$ cat config.mk
export PLATFORM = sky130hd
export DESIGN_NAME = irq_csr_top
export DESIGN_NICKNAME = d
export VERILOG_FILES = /design/src/rtl/irq_csr_pkg.sv /design/src/rtl/irq_evt_input.sv /design/src/rtl/irq_evt_counter.sv /design/src/rtl/irq_csr_top.sv
export SDC_FILE = /design/constraint.sdc
export NUM_CORES = 1
export LEC_CHECK = 0
export BUFFER_PORTS_ARGS = -buffer_cell sky130_fd_sc_hd__buf_2
export CORE_MARGIN = 8
export CORE_UTILIZATION = 45
export CTS_CLUSTER_SIZE = 25
export DETAILED_ROUTE_END_ITERATION = 10
export SYNTH_ARGS = -nofsm -noshare
export SYNTH_HDL_FRONTEND = slang
export SYNTH_SLANG_ARGS = --single-unit
$ cat constraint.sdc
create_clock -name clk_i -period 4.2 [get_ports clk_i]
set_input_delay 0.21 -clock clk_i [delete_from_list [all_inputs] [get_ports clk_i]]
set_output_delay 0.21 -clock clk_i [all_outputs]
set_load 0.1 [all_outputs]
$ cat src/rtl/irq_csr_pkg.sv
package irq_csr_pkg;
  localparam int unsigned BUS_W     = 32;
  localparam int unsigned WORD_CTRL = 0;
  localparam int unsigned WORD_STAT = 1;
  localparam int unsigned WORD_ISR  = 2;
  localparam int unsigned WORD_MASK = 3;
  localparam int unsigned WORD_CNT0 = 4;
  localparam int unsigned SUM_BIT   = 31;
endpackage

$ cat src/rtl/irq_evt_input.sv
module irq_evt_input #(
  parameter int unsigned FILT_LEN = 3
) (
  input  logic clk_i,
  input  logic rst_n_i,
  input  logic evt_ai,
  output logic level_o,
  output logic rise_p1_o
);
  logic                meta_q, sync_q;
  logic [FILT_LEN-1:0] hist_q, hist_d;
  logic                level_q, level_d;
  logic                rise_q, rise_d;

  always_comb begin
    hist_d  = {hist_q[FILT_LEN-2:0], sync_q};
    level_d = level_q;
    if (&hist_q)      level_d = 1'b1;
    else if (~|hist_q) level_d = 1'b0;
    rise_d  = level_d & ~level_q;
  end

  always_ff @(posedge clk_i or negedge rst_n_i) begin
    if (!rst_n_i) begin
      meta_q  <= 1'b0;
      sync_q  <= 1'b0;
      hist_q  <= '0;
      level_q <= 1'b0;
      rise_q  <= 1'b0;
    end else begin
      meta_q  <= evt_ai;
      sync_q  <= meta_q;
      hist_q  <= hist_d;
      level_q <= level_d;
      rise_q  <= rise_d;
    end
  end

  assign level_o   = level_q;
  assign rise_p1_o = rise_q;
endmodule

$ cat src/rtl/irq_evt_counter.sv
module irq_evt_counter #(
  parameter int unsigned CNT_W = 16
) (
  input  logic             clk_i,
  input  logic             rst_n_i,
  input  logic             clr_i,
  input  logic             inc_i,
  output logic [CNT_W-1:0] count_o
);
  localparam logic [CNT_W-1:0] CNT_MAX = {CNT_W{1'b1}};

  logic [CNT_W-1:0] cnt_q, cnt_d, base;

  always_comb begin
    base  = clr_i ? '0 : cnt_q;
    cnt_d = base;
    if (inc_i && (base != CNT_MAX)) cnt_d = base + 1'b1;
  end

  always_ff @(posedge clk_i or negedge rst_n_i) begin
    if (!rst_n_i) cnt_q <= '0;
    else if (clr_i || inc_i) cnt_q <= cnt_d;
  end

  assign count_o = cnt_q;
endmodule

$ cat src/rtl/irq_csr_top.sv
module irq_csr_top
  import irq_csr_pkg::*;
#(
  parameter int unsigned NUM_SRC  = 4,
  parameter int unsigned CNT_W    = 16,
  parameter int unsigned CTRL_W   = 8,
  parameter int unsigned ADR_W    = 8,
  parameter int unsigned FILT_LEN = 3
) (
  input  logic               clk_i,
  input  logic               rst_n_i,
  input  logic               cyc_i,
  input  logic               stb_i,
  input  logic               we_i,
  input  logic [ADR_W-1:0]   adr_i,
  input  logic [BUS_W-1:0]   dat_i,
  output logic [BUS_W-1:0]   dat_o,
  output logic               ack_o,
  input  logic [NUM_SRC-1:0] evt_ai,
  output logic [CTRL_W-1:0]  ctrl_o,
  output logic               irq_o
);
  localparam int unsigned WORD_W = ADR_W - 2;

  logic rst_meta_q, rst_sync_n;

  always_ff @(posedge clk_i or negedge rst_n_i) begin
    if (!rst_n_i) begin
      rst_meta_q <= 1'b0;
      rst_sync_n <= 1'b0;
    end else begin
      rst_meta_q <= 1'b1;
      rst_sync_n <= rst_meta_q;
    end
  end

  logic [NUM_SRC-1:0]       lvl, evt_p1, cnt_clr;
  logic [CNT_W-1:0]         cnt [NUM_SRC];
  logic [NUM_SRC*CNT_W-1:0] cnt_flat;

  logic              req, wr, rd, aligned;
  logic [WORD_W-1:0] word;

  assign req     = cyc_i & stb_i & ~ack_o;
  assign wr      = req & we_i;
  assign rd      = req & ~we_i;
  assign aligned = (adr_i[1:0] == 2'b00);
  assign word    = adr_i[ADR_W-1:2];

  for (genvar g = 0; g < NUM_SRC; g++) begin : g_src
    irq_evt_input #(.FILT_LEN(FILT_LEN)) u_in (
      .clk_i    (clk_i),
      .rst_n_i  (rst_sync_n),
      .evt_ai   (evt_ai[g]),
      .level_o  (lvl[g]),
      .rise_p1_o(evt_p1[g])
    );
    assign cnt_clr[g] = wr & aligned & (word == WORD_W'(WORD_CNT0 + g));
    irq_evt_counter #(.CNT_W(CNT_W)) u_cnt (
      .clk_i  (clk_i),
      .rst_n_i(rst_sync_n),
      .clr_i  (cnt_clr[g]),
      .inc_i  (evt_p1[g]),
      .count_o(cnt[g])
    );
    assign cnt_flat[g*CNT_W +: CNT_W] = cnt[g];
  end

  logic [CTRL_W-1:0]  ctrl_q, ctrl_d;
  logic [NUM_SRC-1:0] mask_q, mask_d;
  logic [NUM_SRC-1:0] cause_q, cause_d, clr_bits;
  logic [BUS_W-1:0]   dat_q, rdata;
  logic               ack_q, ack_d;
  logic               ctrl_en, mask_en, summary;

  assign summary  = |(cause_q & mask_q);
  assign ctrl_en  = wr & aligned & (word == WORD_W'(WORD_CTRL));
  assign mask_en  = wr & aligned & (word == WORD_W'(WORD_MASK));
  assign clr_bits = (wr && aligned && (word == WORD_W'(WORD_ISR)))
                    ? dat_i[NUM_SRC-1:0] : '0;

  always_comb begin
    ctrl_d  = dat_i[CTRL_W-1:0];
    mask_d  = dat_i[NUM_SRC-1:0];
    cause_d = (cause_q & ~clr_bits) | evt_p1;
    ack_d   = req;
  end

  always_comb begin
    rdata = '0;
    if (aligned) begin
      if (word == WORD_W'(WORD_CTRL)) rdata[CTRL_W-1:0]  = ctrl_q;
      if (word == WORD_W'(WORD_STAT)) rdata[NUM_SRC-1:0] = lvl;
      if (word == WORD_W'(WORD_ISR)) begin
        rdata[NUM_SRC-1:0] = cause_q;
        rdata[SUM_BIT]     = summary;
      end
      if (word == WORD_W'(WORD_MASK)) rdata[NUM_SRC-1:0] = mask_q;
      for (int i = 0; i < NUM_SRC; i++) begin
        if (word == WORD_W'(WORD_CNT0 + i)) rdata[CNT_W-1:0] = cnt[i];
      end
    end
  end

  always_ff @(posedge clk_i or negedge rst_n_i) begin
    if (!rst_n_i) begin
      ctrl_q  <= '0;
      mask_q  <= '0;
      cause_q <= '0;
      dat_q   <= '0;
      ack_q   <= 1'b0;
    end else if (!rst_sync_n) begin
      ctrl_q  <= '0;
      mask_q  <= '0;
      cause_q <= '0;
      dat_q   <= '0;
      ack_q   <= 1'b0;
    end else begin
      if (ctrl_en) ctrl_q <= ctrl_d;
      if (mask_en) mask_q <= mask_d;
      cause_q <= cause_d;
      if (rd) dat_q <= rdata;
      ack_q <= ack_d;
    end
  end

  assign ack_o  = ack_q;
  assign dat_o  = dat_q;
  assign ctrl_o = ctrl_q;
  assign irq_o  = summary;
endmodule

==> flow_summary.json, run 1 <==
{
  "status": "finished clean",
  "rsz0062_at_grt": "no",
  "wl_um": 17500,
  "drive_gt1_frac": 0.140,
  "cts_tree": "done",
  "io_pins": 91,
  "irDropWorstVdd_uv": 335,
  "grt_overflow": 0,
  "cts_buffer_depth": 2,
  "hold_path.class": "in2reg",
  "cts_hold_buf": 5,
  "die_area_sq_um": 19000,
  "grt_max_degree": 62,
  "crit_type": "reg2reg",
  "grt_pass1_vias": 5313,
  "fin_crit_sh": 0.711,
  "post_cts_buffers": 0,
  "yosys_warnings": 0,
  "start_util": 0.460,
  "clk_pin_slew_ps": 60,
  "cts_resized": 0,
  "mostFrequentLayoutCell": "dfrtp_1",
  "syn_avg_cell_area_sq_um": 9.60,
  "fin_nets": 798,
  "max_freq_ghz": 0.335,
  "ys_ff_latch": 128,
  "relSlewSlack": 0.396,
  "start_kind": "register",
  "ys_seq_area_frac": 0.479,
  "cts_max_level": 4,
  "die_width_um": 138,
  "p_total_mw": 3.21,
  "synth_edf_count": 0,
  "syn_to_final_growth_pct": 14.3,
  "grt_pass1_wl_um": 28200,
  "first_pass_iters": 5,
  "num_vias": 5534,
  "rrSetupSlack_ps": 1210,
  "rows": 44,
  "clock_sinks": 128,
  "final.min_clock_period_ps": 2990,
  "worst-slew-pin-transition_ps": 907,
  "final.setup_skew_ps": 10.6,
  "ant_nets": 0,
  "route.detailed.drc": 0,
  "crit_arrival_ps": 3340,
  "ys.flop_type": "dfrtp_1",
  "drtIter0Drc": 440,
  "timing.final.setup_violations": 0,
  "clockRootBuffer": "clkbuf_16",
  "synthDistinctLibCells": 57,
  "dp_cells": 905,
  "ys_async_sr_fraction": 1.00,
  "io_buffers": 51,
  "die_y_um": 138,
  "syn_area_sq_um": 6680,
  "clk_latency_ps": 420,
  "gp_congestion": 0.862,
  "p_leak_nw": 3.33,
  "wire_per_inst_um": 18.6,
  "path_max_fanout": 8,
  "coreArea_sq_um": 14500,
  "numCtsBuffers": 17,
  "fin_cells": 942,
  "hpwl_um": 12500,
  "timing.hold.ws_ps": 20.1,
  "worstHoldPathCells": 2,
  "cellPowerDensity_nw_per_um2": 421,
  "rr_worst_depth": 10,
  "diodes": 0,
  "avgViaCountPerCell": 5.87,
  "maxSlewViolCount": 0,
  "cp-end-kind": "register",
  "setup_tns_ps": 0,
  "grtUsageTotal": 0.192,
  "cap_violations": 0,
  "worstPathRequired_ps": 4550,
  "final_cell_mix": "127 x dfrtp_1, 80 x nand2_1, 69 x nor2_1, 51 x buf_2, 48 x o21ai_0",
  "netlist_instances": 696,
  "antenna_found_initial": 0,
  "hold_violations": 0
}
## path summary, 6_finish.rpt
kind | start | endpoint
hold reg to reg | rst_meta_q | rst_sync_n
setup / recovery | ack_o | g_src[2].u_cnt.count_o[13]
hold / removal | dat_i[2] | cause_q[2]
max in group asynchronous | rst_sync_n | g_src[2].u_cnt.count_o[8]
min in group asynchronous | rst_sync_n | g_src[3].u_in.sync_q
setup reg to reg | ack_o | g_src[2].u_cnt.count_o[13]
## critical path, cell delays in order, from the launching register on
cell,delay [ps]
dfrtp_1,380
and3b_1,330
nand2_1,180
or3_1,530
and2_1,230
ha_1,240
and3_1,280
nand4_1,140
nand3_1,130
or4_1,420
nand2_1,70
## per-stage QoR
step | setup slack, ps | cell area (sq um) | util
2_1_floorplan | 542 | 6730 | -
3_3_place_gp | 1170 | 7020 | 0.483
3_5_place_dp | 1060 | 7020 | 0.483
4_1_cts | 1200 | 7630 | 0.525
5_1_grt | 1010 | 7630 | 0.525
6_report | 1210 | 7630 | 0.525
## power by group
group	switching (mW)	internal [mW]	leakage (nW)	total [mW]
combinational	0.225	0.147	1.45	0.373
sequential	0.126	1.32	1.61	1.44
clock	0.576	0.821	0.256	1.40
## cells in the mapped netlist, drive strengths merged (18+ instances only)
cell | count | area, sq um
a21oi | 20 | 100
buf | 27 | 178
clkbuf | 20 | 77.6
dfrtp | 128 | 3200
nand2 | 80 | 300
nand3 | 24 | 120
nand4 | 29 | 181
nor2 | 70 | 265
nor2b | 18 | 113
o21ai | 48 | 240
xnor2 | 29 | 254
## kinds of logic after synthesis
| group | share of synthesized area |
|---|---|
| other | 0.00112 |
| adder cells (fa/ha/maj) | 0.00749 |
| buffers and inverters | 0.0444 |
| AND/OR/NAND/NOR | 0.258 |
| AO/OA/AOI/OAI | 0.122 |
| flip-flops | 0.479 |
| XOR/XNOR | 0.0511 |
| multiplexers | 0.0367 |
## metal layers
metal / wire, um / share of wire / track usage / up-vias
met2: 8120 / 0.46 / 0.294 / 186
met4: 480 / 0.027 / 0.0824 / 0
met1: 7820 / 0.45 / 0.255 / 2736
met3: 1080 / 0.062 / 0.0416 / 30
li1: - / - / - / 2582
met5: 0 / 0 / 0 / -
## registers in the layout (all words and copies together) (netlist names)
register / cells
ctrl_o: 8
dat_o: 17
g_src.u_cnt.count_o: 64
g_src.u_in.rise_p1_o: 4
g_src.u_in.meta_q: 4
rst_meta_q: 1
g_src.u_in.hist_q: 12
ack_o: 1
g_src.u_in.sync_q: 4
cause_q: 4
rst_sync_n: 1
g_src.u_in.level_o: 4
mask_q: 4
## area by class of cell
class / count / area (sq um)
Fill cell: 1357 / 6900
Multi-Input combinational cell: 524 / 3230
Sequential cell: 128 / 3210
Clock buffer: 18 / 429
Timing Repair Buffer: 63 / 358
Tap cell: 184 / 230
Clock inverter: 14 / 136
Inverter: 11 / 41.3
Power figures use the tool's default switching activity.
==> run 2: changes to the inputs <==
Settings changed: PLACE_DENSITY from default to 0.67.
Clock period 4.2 ns to 2.4 ns, I/O delays scaled along.
==> run 2 against run 1 <==
Net effect: the flow now finishes with violations (setup timing); global-route usage rose by 1.3 points; flip-flop and latch count unchanged; critical path depth stayed put.
==> flow_summary.json, run 2 (synthesized netlist as in run 1, its figures left out) <==
{
  "cp-end-kind": "register",
  "final.setup_skew_ps": 7.09,
  "met3_usage": 0.0569,
  "drtIter0Drc": 464,
  "multiInputGateArea_sq_um": 3520,
  "hold_path.class": "in2reg",
  "die_area_sq_um": 19000,
  "dp_cells": 933,
  "status": "finished, violations left",
  "rrSetupSlack_ps": -70,
  "final_cell_mix": "126 x dfrtp_1, 77 x nand2_1, 66 x nor2_1, 51 x buf_2, 46 x o21ai_0",
  "p_total_mw": 6.07,
  "crit_chain": "and3b_2 -> nand2_2 -> or3_4 -> and2_4 -> ha_4 -> and3_4 -> nand4_1 -> nand3_2 -> or4_1 -> nand2_1",
  "critPathBufInv": 0,
  "grt_max_degree": 60,
  "cap_violations": 0,
  "largest_reg_flops": 64,
  "cp_slowest_stage_delay_ps": 470,
  "violations": "setup timing",
  "hp-start": "adr_i[3]",
  "maxSlewViolCount": 0,
  "irDropWorstVdd_uv": 673,
  "crit_arrival_ps": 2830,
  "hold_violations": 0,
  "clockRootBuffer": "clkbuf_16",
  "ant_nets": 0,
  "path_max_fanout": 4,
  "grt_use_met1": 0.258,
  "rr_worst_depth": 10,
  "start_util": 0.460,
  "r2r_end": "g_src[2].u_cnt.count_o[13]",
  "r2r-start": "ack_o",
  "drive_gt1_frac": 0.244,
  "io_pins": 91,
  "rsz0062_at_grt": "yes",
  "worst-slew-pin-transition_ps": 791,
  "wire_per_inst_um": 19.2,
  "numCtsBuffers": 17,
  "first_pass_iters": 8,
  "die_y_um": 138,
  "worstHoldPathCells": 3,
  "hpwl_um": 13200,
  "rows": 44,
  "coreArea_sq_um": 14500,
  "crit_type": "reg2reg",
  "regArea_sq_um": 3210,
  "grt_pass1_vias": 5731,
  "fill_cells": 1253,
  "mostFrequentLayoutCell": "dfrtp_1",
  "io_buffers": 51,
  "cts_buffer_depth": 2,
  "grtUsageTotal": 0.204,
  "gr-usage-met2": 0.320,
  "wl_um": 19000,
  "route.detailed.drc": 0,
  "avgViaCountPerCell": 5.92,
  "timing.final.setup_violations": 1,
  "die_width_um": 138,
  "final.min_clock_period_ps": 2470,
  "fin_crit_sh": 1.03,
  "fin_area_sq_um": 8330,
  "worstPathRequired_ps": 2760,
  "gp_congestion": 0.893,
  "antenna_found_initial": 0,
  "p_leak_nw": 3.62,
  "syn_to_final_growth_pct": 24.8,
  "grt_overflow": 0,
  "placed_cell_area_sq_um": 7340,
  "top_usage_layer": "met2",
  "timing.hold.ws_ps": 199,
  "cts_max_level": 4,
  "slowest_stage": "dfrtp_4",
  "holdPathEnd": "dat_o[2]",
  "fin_cells": 986,
  "num_vias": 5838,
  "clock_sinks": 128,
  "path_delay_family": "simple AND/OR/NAND/NOR gates",
  "grt_pass1_wl_um": 30000,
  "clk_latency_ps": 420,
  "cts_tree": "done",
  "cellPowerDensity_nw_per_um2": 729,
  "setup_ws_ps": -71.3,
  "start_kind": "register",
  "max_freq_ghz": 0.405,
  "fin_nets": 842,
  "diodes": 0,
  "place_ws_ps": -80.1,
  "clk_pin_slew_ps": 60,
  "relSlewSlack": 0.473
}
==> run 2: cell count changes in the layout (fill, tap and decap cells not counted), moves of 5 or more <==
cell / change
and2_4: +6
buf_4: +33
a21oi_1: -8
nor3_1: -5
dlygate4sd3_1: +8
a21oi_2: +8
nand3_1: -5
and2_1: -6
==> run 2: stage by stage <==
step            util  TNS, ps
2_1_floorplan      -    -3480
6_report       0.573    -71.3
3_5_place_dp   0.505     -314
4_1_cts        0.559    -69.8
3_3_place_gp   0.505    -59.0
5_1_grt        0.573    -1030
==> run 2: routing by layer <==
metal / wire (um) / vias up / share of wire
met5: 0 / - / 0
met1: 8210 / 2893 / 0.43
met3: 1260 / 54 / 0.066
li1: - / 2668 / -
met2: 8880 / 223 / 0.47
met4: 631 / 0 / 0.033
==> run 2: layout make-up <==
| class | instances | area share |
|---|---|---|
| clock buffer | 18 | 0.0515 |
| clock inverter | 14 | 0.0219 |
| inverter | 11 | 0.00495 |
| multi-input combinational | 524 | 0.422 |
| sequential | 128 | 0.385 |
| tap | 184 | 0.0276 |
| timing repair buffer | 107 | 0.0863 |
==> run 2: power by group <==
group | leakage, nW | switching (mW) | internal [mW]
Clock | 0.288 | 1.02 | 1.65
Combinational | 1.72 | 0.474 | 0.397
Sequential | 1.61 | 0.228 | 2.31
Total | 3.62 | 1.72 | 4.35
==> run 2: what timing repair did <==
| item | 4_1_cts | 5_1_grt |
|---|---|---|
| setup endpoints to repair | 12 | 36 |
| endpoints found under the hold margin | 39 | 0 |
| hold buffers | 13 | 0 |
| buffers inserted | 1 | 7 |
| gates resized for setup | 6 | 36 |
| pin swaps | 3 | 15 |
==> run 2: worst min-delay path, delay by kind of cell <==
family | cells | cell delay (ps)
buffers and inverters | 1 | 220
AO/OA/AOI/OAI | 1 | 90
AND/OR/NAND/NOR | 1 | 140
==> run 2: how the worst max path moves through the flow <==
stage | start | end | slack, ps | cells after the start
6_report | ack_o | g_src[2].u_cnt.count_o[13] | -70 | 10
5_1_grt | ack_o | g_src[2].u_cnt.count_o[13] | -180 | 10
4_1_cts | ack_o | g_src[2].u_cnt.count_o[13] | -70 | 10
3_5_place_dp | ack_o | g_src[2].u_cnt.count_o[13] | -80 | 10
3_3_place_gp | ack_o | g_src[2].u_cnt.count_o[13] | -60 | 10
2_1_floorplan | ack_o | g_src[2].u_cnt.count_o[13] | -430 | 12
